===== src/rtl/blkprot_pkg.sv =====
package blkprot_pkg;
  localparam int BYTE_W   = 8;
  localparam int MODE_BIT = 7;   // set in first byte: configuration; in third byte: protection
  localparam int RSVD_BIT = 6;   // must be clear in a protection command

  typedef enum logic [2:0] {
    SEQ_IDLE,
    SEQ_GOT1,
    SEQ_GOT2,
    SEQ_GOT3,
    SEQ_OVER
  } seq_state_t;
endpackage


===== src/rtl/blkprot_seq_decode.sv =====
module blkprot_seq_decode
  import blkprot_pkg::*;
#(
  parameter int BLK_W   = 4,
  parameter int FLD_LSB = 1
) (
  input  logic              clk,
  input  logic              rst_n,
  input  logic              rx_take,
  input  logic [BYTE_W-1:0] rx_data,
  input  logic              rx_first,
  input  logic              end_valid,
  input  logic              end_stop,
  output logic              sec_commit,
  output logic              he_commit,
  output logic [BLK_W-1:0]  cmd_start,
  output logic [BLK_W-1:0]  cmd_count
);
  seq_state_t        state_q;
  logic              cfg_q;
  logic [BLK_W-1:0]  start_q;
  logic [BYTE_W-1:0] third_q;
  logic              good_end;

  always_ff @(posedge clk or negedge rst_n) begin
    if (!rst_n) begin
      state_q <= SEQ_IDLE;
      cfg_q   <= 1'b0;
      start_q <= '0;
      third_q <= '0;
    end else if (end_valid) begin
      state_q <= SEQ_IDLE;
    end else if (rx_take) begin
      if (rx_first) begin
        state_q <= SEQ_GOT1;
        cfg_q   <= rx_data[MODE_BIT];
        start_q <= rx_data[FLD_LSB +: BLK_W];
      end else begin
        case (state_q)
          SEQ_GOT1: state_q <= SEQ_GOT2;
          SEQ_GOT2: begin
            state_q <= SEQ_GOT3;
            third_q <= rx_data;
          end
          SEQ_GOT3: state_q <= SEQ_OVER;
          default:  state_q <= state_q;
        endcase
      end
    end
  end

  always_comb begin
    good_end   = end_valid && end_stop && (state_q == SEQ_GOT3) && cfg_q;
    sec_commit = good_end && third_q[MODE_BIT] && !third_q[RSVD_BIT];
    he_commit  = good_end && !third_q[MODE_BIT];
    cmd_start  = start_q;
    cmd_count  = third_q[BLK_W-1:0];
  end
endmodule


===== src/rtl/blkprot_store.sv =====
module blkprot_store #(
  parameter int BLK_W = 4
) (
  input  logic             clk,
  input  logic             rst_n,
  input  logic             sec_commit,
  input  logic             he_commit,
  input  logic [BLK_W-1:0] cmd_start,
  input  logic [BLK_W-1:0] cmd_count,
  output logic             locked,
  output logic [BLK_W-1:0] prot_start,
  output logic [BLK_W-1:0] prot_count,
  output logic [BLK_W-1:0] he_blk
);
  localparam logic [BLK_W-1:0] TOP_BLK = {BLK_W{1'b1}};

  always_ff @(posedge clk or negedge rst_n) begin
    if (!rst_n) begin
      locked     <= 1'b0;
      prot_start <= TOP_BLK;
      prot_count <= '0;
      he_blk     <= TOP_BLK;
    end else if (!locked) begin
      if (sec_commit) begin
        locked     <= 1'b1;
        prot_start <= cmd_start;
        prot_count <= cmd_count;
      end else if (he_commit) begin
        he_blk <= cmd_start;
      end
    end
  end
endmodule


===== src/rtl/blkprot_range.sv =====
module blkprot_range #(
  parameter int ADDR_W = 13,
  parameter int BLK_W  = 4
) (
  input  logic [BLK_W-1:0]  prot_start,
  input  logic [BLK_W-1:0]  prot_count,
  input  logic [ADDR_W-1:0] chk_addr,
  output logic              inhibit
);
  localparam int NBLK = 1 << BLK_W;

  logic [NBLK-1:0]  blk_hit;
  logic [BLK_W-1:0] blk_idx;

  for (genvar g = 0; g < NBLK; g++) begin : g_blk
    localparam logic [BLK_W:0] GIDX = (BLK_W+1)'(g);
    assign blk_hit[g] = (prot_count != '0)
                     && (GIDX >= {1'b0, prot_start})
                     && ((GIDX - {1'b0, prot_start}) < {1'b0, prot_count});
  end

  assign blk_idx = chk_addr[ADDR_W-1 -: BLK_W];
  assign inhibit = blk_hit[blk_idx];
endmodule


===== src/rtl/blkprot_cfg.sv =====
module blkprot_cfg
  import blkprot_pkg::*;
#(
  parameter int ADDR_W  = 13,
  parameter int BLK_W   = 4,
  parameter int FLD_LSB = 1
) (
  input  logic              clk,
  input  logic              rst_n,
  input  logic              rx_valid,
  output logic              rx_ready,
  input  logic [BYTE_W-1:0] rx_data,
  input  logic              rx_first,
  input  logic              end_valid,
  input  logic              end_stop,
  input  logic [ADDR_W-1:0] chk_addr,
  output logic              wr_inhibit,
  output logic [BLK_W-1:0]  he_block
);
  logic             rx_take;
  logic             sec_commit;
  logic             he_commit;
  logic [BLK_W-1:0] cmd_start;
  logic [BLK_W-1:0] cmd_count;
  logic             sec_locked;
  logic [BLK_W-1:0] prot_start;
  logic [BLK_W-1:0] prot_count;

  assign rx_ready = 1'b1;
  assign rx_take  = rx_valid && rx_ready;

  blkprot_seq_decode #(.BLK_W(BLK_W), .FLD_LSB(FLD_LSB)) u_dec (
    .clk(clk), .rst_n(rst_n), .rx_take(rx_take), .rx_data(rx_data),
    .rx_first(rx_first), .end_valid(end_valid), .end_stop(end_stop),
    .sec_commit(sec_commit), .he_commit(he_commit),
    .cmd_start(cmd_start), .cmd_count(cmd_count)
  );

  blkprot_store #(.BLK_W(BLK_W)) u_store (
    .clk(clk), .rst_n(rst_n), .sec_commit(sec_commit), .he_commit(he_commit),
    .cmd_start(cmd_start), .cmd_count(cmd_count), .locked(sec_locked),
    .prot_start(prot_start), .prot_count(prot_count), .he_blk(he_block)
  );

  blkprot_range #(.ADDR_W(ADDR_W), .BLK_W(BLK_W)) u_range (
    .prot_start(prot_start), .prot_count(prot_count),
    .chk_addr(chk_addr), .inhibit(wr_inhibit)
  );
endmodule


===== config.mk =====
export PLATFORM = sky130hd
export DESIGN_NAME = blkprot_cfg
export DESIGN_NICKNAME = d
export VERILOG_FILES = /design/src/rtl/blkprot_pkg.sv /design/src/rtl/blkprot_seq_decode.sv /design/src/rtl/blkprot_store.sv /design/src/rtl/blkprot_range.sv /design/src/rtl/blkprot_cfg.sv
export SDC_FILE = /design/constraint.sdc
export NUM_CORES = 1
export LEC_CHECK = 0
export BUFFER_PORTS_ARGS = -buffer_cell sky130_fd_sc_hd__buf_2
export CAP_MARGIN = 20
export CORE_UTILIZATION = 43
export CTS_CLUSTER_SIZE = 8
export DETAILED_ROUTE_END_ITERATION = 8
export PLACE_DENSITY_LB_ADDON = 0.05
export REMOVE_ABC_BUFFERS = 1
export SYNTH_ARGS = -nofsm -noshare
export SYNTH_HDL_FRONTEND = slang
export SYNTH_SLANG_ARGS = --single-unit

===== constraint.sdc =====
create_clock -name clk -period 4.9 [get_ports clk]
set_input_delay 0.245 -clock clk [delete_from_list [all_inputs] [get_ports clk]]
set_output_delay 0.245 -clock clk [all_outputs]
set_load 0.05 [all_outputs]

## Word level (Yosys, flattened, before mapping)

Index checks and enable logic that the tools add are counted.

| storage, ports and cells | value |
|---|---|
| register bits | 29 |
| word-level logic and storage cells | 118 |

| cells by class | value |
|---|---|
| $add $sub $neg | 16 |
| $lt $le $gt $ge | 32 |
| equality and inequality tests | 3 |
| mux-type cells | 8 |
| bitwise logic cells | 4 |
| reduce and logical (&&, ||, !) cells | 47 |

Operators with widths:

| operator | number |
|---|---|
| less-than comparator 5 x 4 -> 1 bit | 16 |
| subtractor 4 x 4 -> 5 bit (first input constant) | 8 |
| logical AND 1 bit | 37 |
| >= comparator 4 bit (first input constant) | 7 |
| subtractor 3 x 4 -> 5 bit (first input constant) | 4 |
| >= comparator 3 x 4 -> 1 bit (first input constant) | 4 |
| subtractor 1 x 4 -> 5 bit (first input constant) | 2 |
| subtractor 2 x 4 -> 5 bit (first input constant) | 2 |
| two-way mux 3 bit | 3 |
| case mux 3 bit (3 select lines) | 1 |
| >= comparator 1 x 4 -> 1 bit (first input constant) | 2 |
| >= comparator 2 x 4 -> 1 bit (first input constant) | 2 |
| == test 3 x 2 -> 1 bit (second input constant) | 2 |
| AND reduction 3 bit | 2 |
| less-than comparator 4 x 5 -> 1 bit (second input constant) | 1 |
| nonzero test 5 bit | 1 |
| binary-select mux 1 bit (select 4 bit) | 1 |
| inverter 1 bit | 4 |
| AND reduction 2 bit | 2 |
| AND reduction 4 bit | 1 |
| nonzero test 4 bit | 1 |
| == test 3 x 1 -> 1 bit (second input constant) | 1 |
| two-way mux 1 bit | 3 |
| zero test 1 bit | 2 |
| nonzero test 2 bit | 1 |

## Depth between registers and ports, before layout

Gate-level depths: netlist of the first run.

| logic depth | value |
|---|---|
| depth after elaboration | 7 |
| mapped depth | 12 |

## Modules after synthesis

A second synthesis of the first run with hierarchy kept.

| second synthesis, totals | value |
|---|---|
| cell total of the unflattened synthesis | 256 |
| area, all modules | 2546.2 um^2 |

Modules (own cells, without submodules):

| module | instances | cells each | area an instance (um^2) | sequential area each (um^2) |
|---|---|---|---|---|
| blkprot_range | 1 | 176 | 1376.3 | 0.0 |
| blkprot_seq_decode | 1 | 49 | 635.6 | 350.3 |
| blkprot_store | 1 | 29 | 523.0 | 335.3 |
| blkprot_cfg | 1 | 2 | 11.3 | 0.0 |

## Worst setup path before layout of the first run

Ideal clock, no wire load.

| timing | value |
|---|---|
| kind | register to output |
| from | register u_store.prot_start[2] |
| to | output port wr_inhibit |
| arrival | 2.938 ns |
| slack | 1.717 ns |
| cell stages (with the launch flop) | 11 |
| cell sequence | dfstp_2 > inv_1 > ha_1 > inv_1 > ha_1 > nor2b_1 > a221o_1 > a2111o_1 > nand3_1 > a41o_1 > a2bb2oi_2 |

| on the way | value |
|---|---|
| word-level cells in the longest chain between the ends | 5 |

RTL lines:

| item | line | text |
|---|---|---|
| from (decl) | blkprot_store.sv:11 | `output logic [BLK_W-1:0] prot_start,` |
| from (signal assigned) | blkprot_store.sv:26 | `prot_start <= cmd_start;` |
| subtractor 1 x 4 -> 5 bit, or another cell as far along | blkprot_range.sv:19 | `&& ((GIDX - {1'b0, prot_start}) < {1'b0, prot_count});` |
| less-than comparator 5 x 4 -> 1 bit or logical AND 1 bit (tied branches) | blkprot_range.sv:19, blkprot_range.sv:18 |  |
| logical AND 1 bit | blkprot_range.sv:19 |  |
| binary-select mux 1 bit (select 4 bit) * | blkprot_range.sv:23 | `assign inhibit = blk_hit[blk_idx];` |
| two-way mux 1 bit (implied by the code) * | blkprot_range.sv:23 |  |
| to (decl) | blkprot_cfg.sv:17 | `output logic wr_inhibit,` |

Every way passes the cells marked *; elsewhere a longest branch is shown, timed or not. The select of a mux whose other input is x is not followed.

## Worst setup path in the final report of the first run

| timing | value |
|---|---|
| from | register u_store.prot_start[0] |
| to | output port wr_inhibit |

The elaborated chain is that of the path after synthesis.

==> results of run 1 <==
-- how the worst max path moves through the flow --
stage | from | to | slack, ns | cells after the start
global placement | u_store.prot_start[0] | wr_inhibit | 1.33 | 11
finish | u_store.prot_start[0] | wr_inhibit | 0.98 | 11
CTS | u_store.prot_start[0] | wr_inhibit | 0.99 | 11
floorplan | u_store.prot_start[2] | wr_inhibit | 1.72 | 10
global route | u_store.prot_start[0] | wr_inhibit | 0.88 | 11
detailed placement | u_store.prot_start[0] | wr_inhibit | 1.30 | 11
-- state kept, by name, summed over array words and instances, names as in the netlist --
signal,count
u_store.he_blk,4
u_dec.state_q,3
u_dec.third_q,6
u_dec.cmd_start,4
u_store.prot_count,4
u_store.prot_start,4
u_dec.cfg_q,1
u_store.locked,1
-- timing repair --
action                                 in CTS  in global routing
hold buffers                                1                  0
setup buffers                               0                  0
endpoints found under the hold margin      19                  0
resized for setup                           0                  0
-- layout make-up --
class                           count  area share, %
Tap cell                           72           3.36
Multi-Input combinational cell    197           60.5
Timing Repair Buffer               23           4.58
Inverter                           31           4.34
Sequential cell                    27           25.6
Clock buffer                        4           1.68
-- layer usage --
layer	share of wire, %	GRT usage (%)
met1	50	24.7
met2	46	31.8
met3	2.0	0.706
met4	2.4	6.98
met5	0	0
-- synthesized netlist by cell type, drive strengths merged, types with 7 or more instances --
cell	n	area (sq um)
ha	46	576
inv	31	116
dfrtp	19	475
nand2	18	75.1
o21ai	17	85.1
a21oi	16	80.1
mux2	16	180
dfstp	8	210
nor2	8	30.0
nand2b	7	43.8
-- through the flow --
step	setup slack (ns)	cells
finish	0.981	354
global route	0.879	354
CTS	0.993	354
detailed placement	1.30	349
global placement	1.33	349
floorplan	1.72	255
-- layout by cell type (no fill, tap or decap), types with 3 or more instances in the layout --
master | synthesis | routed
ha_1 | 46 | 46
inv_1 | 30 | 30
buf_2 | 1 | 21
dfrtp_1 | 19 | 19
nand2_1 | 17 | 17
o21ai_0 | 17 | 17
a21oi_1 | 16 | 16
mux2_2 | 16 | 16
nor2_1 | 8 | 8
dfstp_2 | 8 | 8
nand2b_1 | 7 | 7
xnor2_1 | 5 | 5
nand3_1 | 5 | 5
nor2b_1 | 4 | 4
a2111oi_0 | 4 | 4
a31oi_1 | 4 | 4
a221oi_1 | 3 | 3
a221o_1 | 3 | 3
clkbuf_8 | 0 | 3
-- report_power, final --
group | internal [uW] | total, uW | switching (uW)
registers | 237 | 246 | 8.88
logic | 24.5 | 54.3 | 29.7
clock network | 58.2 | 124 | 65.9
total | 320 | 424 | 104
-- kinds of logic (layout without fill, tap and decap cells) --
group	after synthesis	in the layout	share of synthesized area [%]
other	1	1	0.152
xor gates and xnor gates	6	6	2.13
muxes	16	16	7.30
adders and majority gates	46	46	23.3
and+or+nand+nor	60	60	13.6
DFF	27	27	27.8
buffers and inverters	37	58	6.59
AOI/OAI and AO/OA	68	68	19.1
==> summary.txt, run 1 <==
Setup path
  • Crit path kind: reg -> out
  • Worst-path cell chain: inv_1 -> ha_1 -> xor2_1 -> ha_1 -> nand2_1 -> o21ai_0 -> a2111oi_0 -> or4b_2 -> nand4_1 -> a2bb2oi_2 -> buf_2
  • WP data required: ~4.7 ns
  • Nature of the critical path endpoint: primary output
  • Critical path's top delay family: simple AND/OR/NAND/NOR gates
  • Crit-path slowest cell: dfstp_2
  • Critical path fanouts, max: 10
  • Reg2Reg Launch Point: u_dec.state_q[2]
  • Reg2Reg Depth: 5
  • Critical Path AT: 3.67 ns
  • CP bufs+invs: 2
  • Most used cell, CP: ha_1
  • Startpoint Class: flip-flop
  • Terminus of the critical flop-to-flop path: u_store.prot_count[0]
  • Worst reg-to-reg setup slack: between 2 and 3 ns
  • Slowest stage delay, CP: 0.70 ns

STA
  • Final Hold Fails: 0
  • Worst slew margin: 49.8%
  • Tcrit/Tclk final: 80.0%
  • Post-route clock skew: 0.00560 ns
  • Worst Tran Pin Value: 0.748 ns
  • Setup TNS: 0 ns
  • RSZ-0062 raised after global routing: no
  • Hold slack: 0.187 ns
  • Fmax: 0.255 GHz
  • Slew Viols, Final: 0
  • Min cycle time layout: 3.92 ns
  • Final setup vio count: 0

Global routing
  • Vias in the first global route: 1864
  • Largest net degree at the start of global routing: 28
  • Grt ovf: 0
  • First-pass GRT wire length: 8910 um
  • Total global-route track usage: 18.6%
  • Initial antenna violation count: 0

Routing
  • DRT Pass-1 Iters: 4
  • DR iter-0 viols: 109
  • Residual DRC: 0
  • Vias: 1886
  • Remaining antenna violation count: 0
  • Post-Route WL: 5220 um
  • DR vias/cell: 5.33
  • WL/cell: 14.8 um

Status
  • Status: finished clean

Clock network
  • Total number of H-tree levels: 1
  • CTS buffer count: 3
  • Clock Sinks: 27
  • Later-pin clock latency in the skew report: 0.27 ns
  • Clock-pin transition on the worst setup and hold timing paths: 0.09 ns
  • Clock root cell: clkbuf_8
  • Clock buffer depth: 2
  • TritonCTS clock tree: yes

Synth
  • Post-synth EDFFs: 0
  • Mapped cell area: ~2500 sq um
  • Asr flop ratio synth: 100%
  • Synth cell types: 55
  • Synth Register Bits: 27
  • Seq/Total Area, Yosys: between 20% and 30%
  • Yosys warnings: 0
  • Ys flop type: dfrtp_1
  • Post-Syn Instances: ~260
  • Mapped Avg Cell Area: 9.46 sq um

Floorplan
  • Rows: 27
  • Die ar.: 6050 sq um
  • Initial Util: between 40 and 50%
  • Die Width: 77.8 um
  • Core footprint: 5510 sq um
  • Die Y: a little under 80 um
  • # IOs: 33

Min path
  • Worst hold endpoint: u_dec.state_q[2]
  • Hold depth: 2
  • Worst hold path startpoint: rx_first
  • Hold crit path type: in -> reg

Placement
  • Final GP Congestion: approximately 0.87
  • Placement Cell Area: 2630 sq um
  • Port Buffers: 21
  • DP Wirelength: 4070 um

Final layout
  • Antenna diodes: 0
  • Fin nets: 356
  • Multi-input gate area: around 1600 sq um
  • Register area: 686 sq um
  • Filler cell count in the final layout: 544
  • Area Growth Syn to Fin: 8.57%
  • Finished Core Util: 48.7%
  • Final instance area: 2680 sq um
  • Share of cells above drive strength 1: 22.3%

Power and ir drop
  • Peak supply drop: 0.182 mV
  • Total power: 424 uW
  • Power per cell area: about 160 nW/um^2
  • LEAKAGE: about 0.0013 uW

Flow run
  • Max-cap violations: 0
No activity file was read; power rests on OpenSTA's default activity.
==> run 2, diff against run 1 <==
==> constraint.sdc (replaced) <==
create_clock -name clk -period 3.5 [get_ports clk]
set_input_delay 0.175 -clock clk [delete_from_list [all_inputs] [get_ports clk]]
set_output_delay 0.175 -clock clk [all_outputs]
set_load 0.05 [all_outputs]
==> run 2 against run 1 <==
Total power up 40%; utilization up 1.4 points; sequential share of layout area down 0.70 points; final cell count up 2.0%; worst setup slack worse by 0.78 ns; clock skew down 0.0038 ns; design area up 2.8%; critical path type unchanged; critical endpoint unchanged; largest power group unchanged.
==> summary.txt, run 2 (same netlist as run 1, synthesis figures left out) <==
Status
  • Status: finished clean

Power and ir drop
  • Power per cell area: 216 nW/um^2 (+37%)
  • Total power: 596 uW (+40%)
  • LEAKAGE: 0.00137 uW (+3.3%)
  • Peak supply drop: 0.226 mV (+25%)

Global routing
  • Largest net degree at the start of global routing: 28 (unchanged)
  • Initial antenna violation count: 0 (unchanged)
  • Total global-route track usage: 19.2% (+0.66 points)
  • Grt ovf: 0 (unchanged)
  • Vias in the first global route: 1893 (+1.6%)
  • First-pass GRT wire length: 9130 um (+2.4%)

Final layout
  • Share of cells above drive strength 1: 25.6% (+3.3 points)
  • Area Growth Syn to Fin: 11.6%
  • Finished Layout Cells: 361 (+2.0%)
  • Antenna diodes: 0 (unchanged)
  • Reg with most FFs: u_dec.third_q
  • Fin nets: 363 (+2.0%)
  • Max reg flops: 6 (unchanged)
  • Commonest non-fill, non-tap cell in the layout: ha_1
  • Final instance area: 2760 sq um (+2.8%)
  • Most frequent cells in the layout: 45 x ha_1, 30 x inv_1, 20 x buf_2, 19 x dfrtp_1, 17 x nand2_1

STA
  • RSZ-0062 raised after global routing: no
  • Post-route clock skew: 0.00180 ns (-0.00381 ns)
  • Worst Tran Pin Value: 0.753 ns (+0.00466 ns)
  • Hold slack: 0.123 ns (-0.0639 ns)
  • Tcrit/Tclk final: roughly 94%
  • Final Hold Fails: 0 (unchanged)
  • Worst slew margin: 49.5% (-0.31 points)
  • Min cycle time layout: 3.30 ns
  • Fmax: 0.303 GHz
  • Slew Viols, Final: 0 (unchanged)
  • Final setup vio count: 0 (unchanged)
  • Setup TNS: 0 ns (unchanged)

Floorplan
  • Rows: 27 (unchanged)
  • Core footprint: 5510 sq um (unchanged)
  • Die Y: 77.8 um (unchanged)
  • # IOs: 33 (unchanged)
  • Die ar.: 6050 sq um (unchanged)
  • Initial Util: 44.8% (unchanged)
  • Die Width: 77.8 um (unchanged)

Placement
  • Placement Cell Area: 2670 sq um (+1.7%)
  • DP Wirelength: 4280 um (+5.0%)
  • Port Buffers: 21 (unchanged)
  • Placed cell count: 355 (+1.7%)
  • Final GP Congestion: 0.786 (-9.7%)

Routing
  • DR iter-0 viols: 78 (-28%)
  • Remaining antenna violation count: 0 (unchanged)
  • DR vias/cell: 5.37 (+0.82%)
  • WL/cell: 15.0 um (+1.5%)
  • Vias: 1939 (+2.8%)
  • DRT Pass-1 Iters: 4 (unchanged)
  • Residual DRC: 0 (unchanged)
  • Post-Route WL: 5410 um (+3.5%)

Min path
  • Hold depth: 2 (unchanged)
  • Worst hold path startpoint: end_valid
  • Worst hold endpoint: u_dec.state_q[0]
  • Hold crit path type: in -> reg

Setup path
  • Nature of the critical path endpoint: primary output
  • WP data required: 3.32 ns (-1.34 ns)
  • Terminus of the critical flop-to-flop path: u_store.prot_count[0]
  • Worst reg-to-reg setup slack: 1.52 ns (-1.41 ns)
  • Reg2Reg Launch Point: u_dec.state_q[2]
  • Crit path kind: reg -> out
  • Crit path launch: u_store.prot_start[1]
  • Startpoint Class: flip-flop
  • Crit-path slowest cell: or4b_2
  • Slowest stage delay, CP: 0.64 ns (-0.06 ns)
  • CP bufs+invs: 4 (+2)
  • Critical path fanouts, max: 6 (-4)
  • Reg2Reg Depth: 5 (unchanged)
  • Critical path's top delay family: simple AND/OR/NAND/NOR gates
  • Critical Path AT: 3.13 ns (-0.54 ns)
  • Worst-path cell chain: inv_1 -> buf_4 -> ha_1 -> a21o_1 -> xnor2_2 -> inv_1 -> ha_1 -> a2111oi_0 -> or4b_2 -> nand4_1 -> a2bb2oi_2 -> clkbuf_4

Clock network
  • Clock buffer depth: 2 (unchanged)
  • Clock Sinks: 27 (unchanged)
  • Total number of H-tree levels: 1 (unchanged)
  • CTS buffer count: 3 (unchanged)
  • Clock-pin transition on the worst setup and hold timing paths: 0.09 ns (about the same)
  • Later-pin clock latency in the skew report: 0.27 ns (about the same)
  • TritonCTS clock tree: yes
  • Clock root cell: clkbuf_8

Flow run
  • Max-cap violations: 0 (unchanged)
==> run 2: cell types whose count changed in the layout (fill, tap and decap cells not counted), sizes merged <==
| cell | change |
|---|---|
| buf | +6 |
| clkinv | +1 |
==> run 2: layout make-up <==
cell class                 instances  area (sq um)
fill                             556          2750
tap                               72          90.1
timing repair buffer              30           178
sequential                        27           686
multi-input combinational        197          1640
clock inverter                     1          5.00
clock buffer                       3          41.3
inverter                          31           116
==> run 2: what timing repair did <==
action / in CTS / in global routing
resized for setup: 0 / 8
pin swaps: 0 / 1
setup buffers: 1 / 0
hold buffers: 1 / 0
setup endpoints to repair: 1 / 1
hold endpoints to repair: 19 / 0
==> run 2: stage by stage <==
stage | setup slack (ns) | util, %
global placement | 0.230 | 48.5
CTS | 0.0452 | 49.6
floorplan | 0.387 | -
finish | 0.197 | 50.0
global route | 0.0126 | 50.0
detailed placement | 0.225 | 48.5
==> run 2: how the worst max path moves through the flow <==
stage / slack [ns] / cells past startpoint / endpoint
after CTS: 0.05 / 11 / wr_inhibit
after floorplan: 0.39 / 10 / wr_inhibit
final: 0.20 / 12 / wr_inhibit
after global placement: 0.23 / 11 / wr_inhibit
after detailed placement: 0.23 / 11 / wr_inhibit
after global routing: 0.01 / 12 / wr_inhibit
==> run 2: power by group <==
group	total (uW)	leakage, uW	switching (uW)	internal [uW]
registers	343	0.000320	11.5	332
clock network	175	0.0000255	94.7	79.8
logic	77.8	0.00102	42.6	35.1
==> run 2: metal layers <==
layer	part of all wire, %	global-route usage, %	wire [um]	vias up
met5	0	0	0	-
met4	1.9	6.79	102	0
met3	3.3	0.941	179	9
met2	47	32.6	2560	46
met1	47	25.9	2560	890
li1	-	-	-	994
==> run 3, diff against run 2 <==
--- a/config.mk
+++ b/config.mk
@@ -5,8 +5,10 @@
 export SDC_FILE = /design/constraint.sdc
 export NUM_CORES = 1
 export LEC_CHECK = 0
+export ABC_AREA = 0
 export BUFFER_PORTS_ARGS = -buffer_cell sky130_fd_sc_hd__buf_2
 export CAP_MARGIN = 20
+export CORE_ASPECT_RATIO = 2
 export CORE_UTILIZATION = 43
 export CTS_CLUSTER_SIZE = 8
 export DETAILED_ROUTE_END_ITERATION = 8
==> run 3 against run 2 <==
Clock power hardly changed; worst hold slack improved by 0.0067 ns; utilization increased by 0.38 points; sequential power hardly changed; critical path type unchanged; critical endpoint unchanged; highest routed layer unchanged.
==> summary.txt, run 3 (same netlist as run 1, synthesis figures left out) <==
Power and ir drop
  • Switching pwr: 149 uW (-0.21%)
  • Clock network fraction of total power: 29.1% (-0.2 points)
  • P_int: 448 uW (+0.22%)
  • Peak supply drop: 0.309 mV (+36%)
  • Sw frac: 24.9% (-0.080 points)
  • Power per cell area: 216 nW/um^2 (about the same)
  • LEAKAGE: 0.00135 uW (-1.2%)
  • Power share of the combinational group: 13.2% (about the same)
  • Total power: 596 uW (+0.11%)
  • Share of power burned in registers: 57.7% (about the same)

Setup path
  • Crit-path slowest cell: dfstp_2
  • Crit path kind: reg -> out
  • Critical Path AT: 3.18 ns (+0.05 ns)
  • Worst-path cell chain: inv_1 -> ha_4 -> inv_1 -> ha_1 -> nor2b_1 -> a221o_1 -> a2111o_1 -> nand3_1 -> a41o_1 -> a2bb2oi_2 -> buf_4
  • Nature of the critical path endpoint: primary output
  • Slowest stage delay, CP: 0.56 ns (-0.08 ns)
  • Most used cell, CP: inv_1
  • Critical path fanouts, max: 6 (unchanged)
  • Startpoint Class: flip-flop
  • WP data required: 3.32 ns (about the same)

Placement
  • Port Buffers: 21 (unchanged)
  • DP Wirelength: 4870 um (+14%)
  • Placement Cell Area: 2660 sq um (-0.56%)
  • Final GP Congestion: 0.856 (+8.9%)

Final layout
  • Fin nets: 363 (unchanged)
  • Area Growth Syn to Fin: 11.7% (about the same)
  • Commonest non-fill, non-tap cell in the layout: ha_1
  • Filler cell count in the final layout: 553 (-0.54%)
  • Most frequent cells in the layout: 43 x ha_1, 30 x inv_1, 20 x buf_2, 19 x dfrtp_1, 17 x nand2_1
  • Share of cells above drive strength 1: 26.3% (+0.69 points)
  • Final instance area: 2760 sq um (about the same)
  • Max reg flops: 6 (unchanged)
  • Reg with most FFs: u_dec.third_q
  • Antenna diodes: 0 (unchanged)

Floorplan
  • Die ar.: 6070 sq um (+0.29%)
  • # IOs: 33 (unchanged)
  • Die Width: 55.6 um (-29%)
  • Rows: 38 (+41%)
  • Core footprint: 5470 sq um (-0.70%)
  • Die Y: 109 um (+40%)
  • Initial Util: 45.1% (+0.32 points)

Global routing
  • Total global-route track usage: 20.8% (+1.6 points)
  • Initial antenna violation count: 0 (unchanged)
  • First-pass GRT wire length: 9750 um (+6.8%)
  • Grt ovf: 0 (unchanged)
  • Vias in the first global route: 2050 (+8.3%)
  • Largest net degree at the start of global routing: 28 (unchanged)

STA
  • Final Hold Fails: 0 (unchanged)
  • Fmax: 0.298 GHz (-1.5%)
  • Worst slew margin: 50.1% (+0.59 points)
  • Setup TNS: 0 ns (unchanged)
  • Min cycle time layout: 3.35 ns (+0.0489 ns)
  • Tcrit/Tclk final: 95.8% (+1.4 points)
  • Post-route clock skew: 0.00703 ns (+0.00523 ns)
  • Final setup vio count: 0 (unchanged)
  • Slew Viols, Final: 0 (unchanged)
  • RSZ-0062 raised after global routing: no
  • Worst Tran Pin Value: 0.744 ns (-0.00884 ns)

Status
  • Status: finished clean

Routing
  • DR vias/cell: 5.84 (+8.7%)
  • Vias: 2038 (+5.1%)
  • Residual DRC: 0 (unchanged)
  • DRT Pass-1 Iters: 4 (unchanged)
  • Post-Route WL: 6010 um (+11%)
  • Remaining antenna violation count: 0 (unchanged)
  • WL/cell: 17.2 um (+15%)
  • DR iter-0 viols: 62 (-21%)

Clock network
  • Later-pin clock latency in the skew report: 0.27 ns (about the same)
  • Total number of H-tree levels: 1 (unchanged)
  • CTS buffer count: 3 (unchanged)
  • Clock Sinks: 27 (unchanged)
  • Clock root cell: clkbuf_8
  • Clock buffer depth: 2 (unchanged)
  • TritonCTS clock tree: yes
  • Clock-pin transition on the worst setup and hold timing paths: 0.09 ns (about the same)

Min path
  • Hold crit path type: in -> reg

Flow run
  • Max-cap violations: 0 (unchanged)
==> run 3: repair_timing <==
item,4_1_cts,5_1_grt
buffers inserted,1,0
gates resized for setup,2,8
hold buffers,1,0
hold endpoints to repair,19,0
endpoints found under the setup margin,1,1
==> run 3: final timing paths <==
| path | start | to | slack [ns] | cells after the start |
|---|---|---|---|---|
| setup / recovery | u_store.prot_start[1] | wr_inhibit | 0.15 | 11 |
| hold / removal | rx_data[6] | u_dec.third_q[6] | 0.13 | 2 |
| setup reg to reg | u_dec.state_q[2] | u_store.prot_count[0] | 1.51 | 5 |
| hold reg to reg | u_dec.third_q[1] | u_store.prot_count[1] | 0.49 | 2 |
| max in group asynchronous | rst_n | u_store.prot_count[1] | 2.69 | 2 |
| min in group asynchronous | rst_n | u_dec.cmd_start[3] | 0.42 | 2 |
==> run 3: layout make-up <==
cell class / count / area, sq um / share of cell area (%)
inverters: 31 / 116 / 4.22
clock inverters: 1 / 7.51 / 0.272
repair buffers: 30 / 178 / 6.45
multi-input cells: 197 / 1650 / 60.0
clock buffers: 3 / 41.3 / 1.50
flip-flops and latches: 27 / 686 / 24.9
well taps: 60 / 75.1 / 2.72
==> run 3: critical path, delay by kind of cell, from the launching register on <==
kind,cells,cell delay [ns]
AOI/OAI and AO/OA,4,1.16
adders and majority gates,2,0.59
and+or+nand+nor,2,0.22
buffers and inverters,3,0.38
DFF,1,0.56
==> run 3: routing by layer <==
metal  up-vias  routed length (um)  global-route usage, %
met5         -                   0                      0
met3        14                 125                   1.19
met2        44                3490                   42.5
met1       988                2140                   19.9
li1        992                   -                      -
met4         0                 257                   11.4
==> run 3: power by group through the flow <==
| stage | Clock, uW | Combinational, uW | Sequential, uW |
|---|---|---|---|
| after floorplan | 0 | 43.3 | 350 |
| after global placement | 0 | 76.7 | 350 |
| final | 174 | 78.7 | 344 |
| after CTS | 182 | 79.7 | 344 |
| after detailed placement | 0 | 77.9 | 350 |
| after global routing | 191 | 86.8 | 347 |
==> run 3: metrics by stage <==
stage / util, % / cells / setup slack (ns) / hold WS [ns]
floorplan: - / 255 / 0.387 / -0.121
global placement: 48.6 / 343 / 0.251 / 0.216
detailed placement: 48.6 / 343 / 0.221 / 0.214
CTS: 49.9 / 349 / 0.0912 / 0.120
global route: 50.4 / 349 / 0.0267 / 0.121
finish: 50.4 / 349 / 0.148 / 0.130
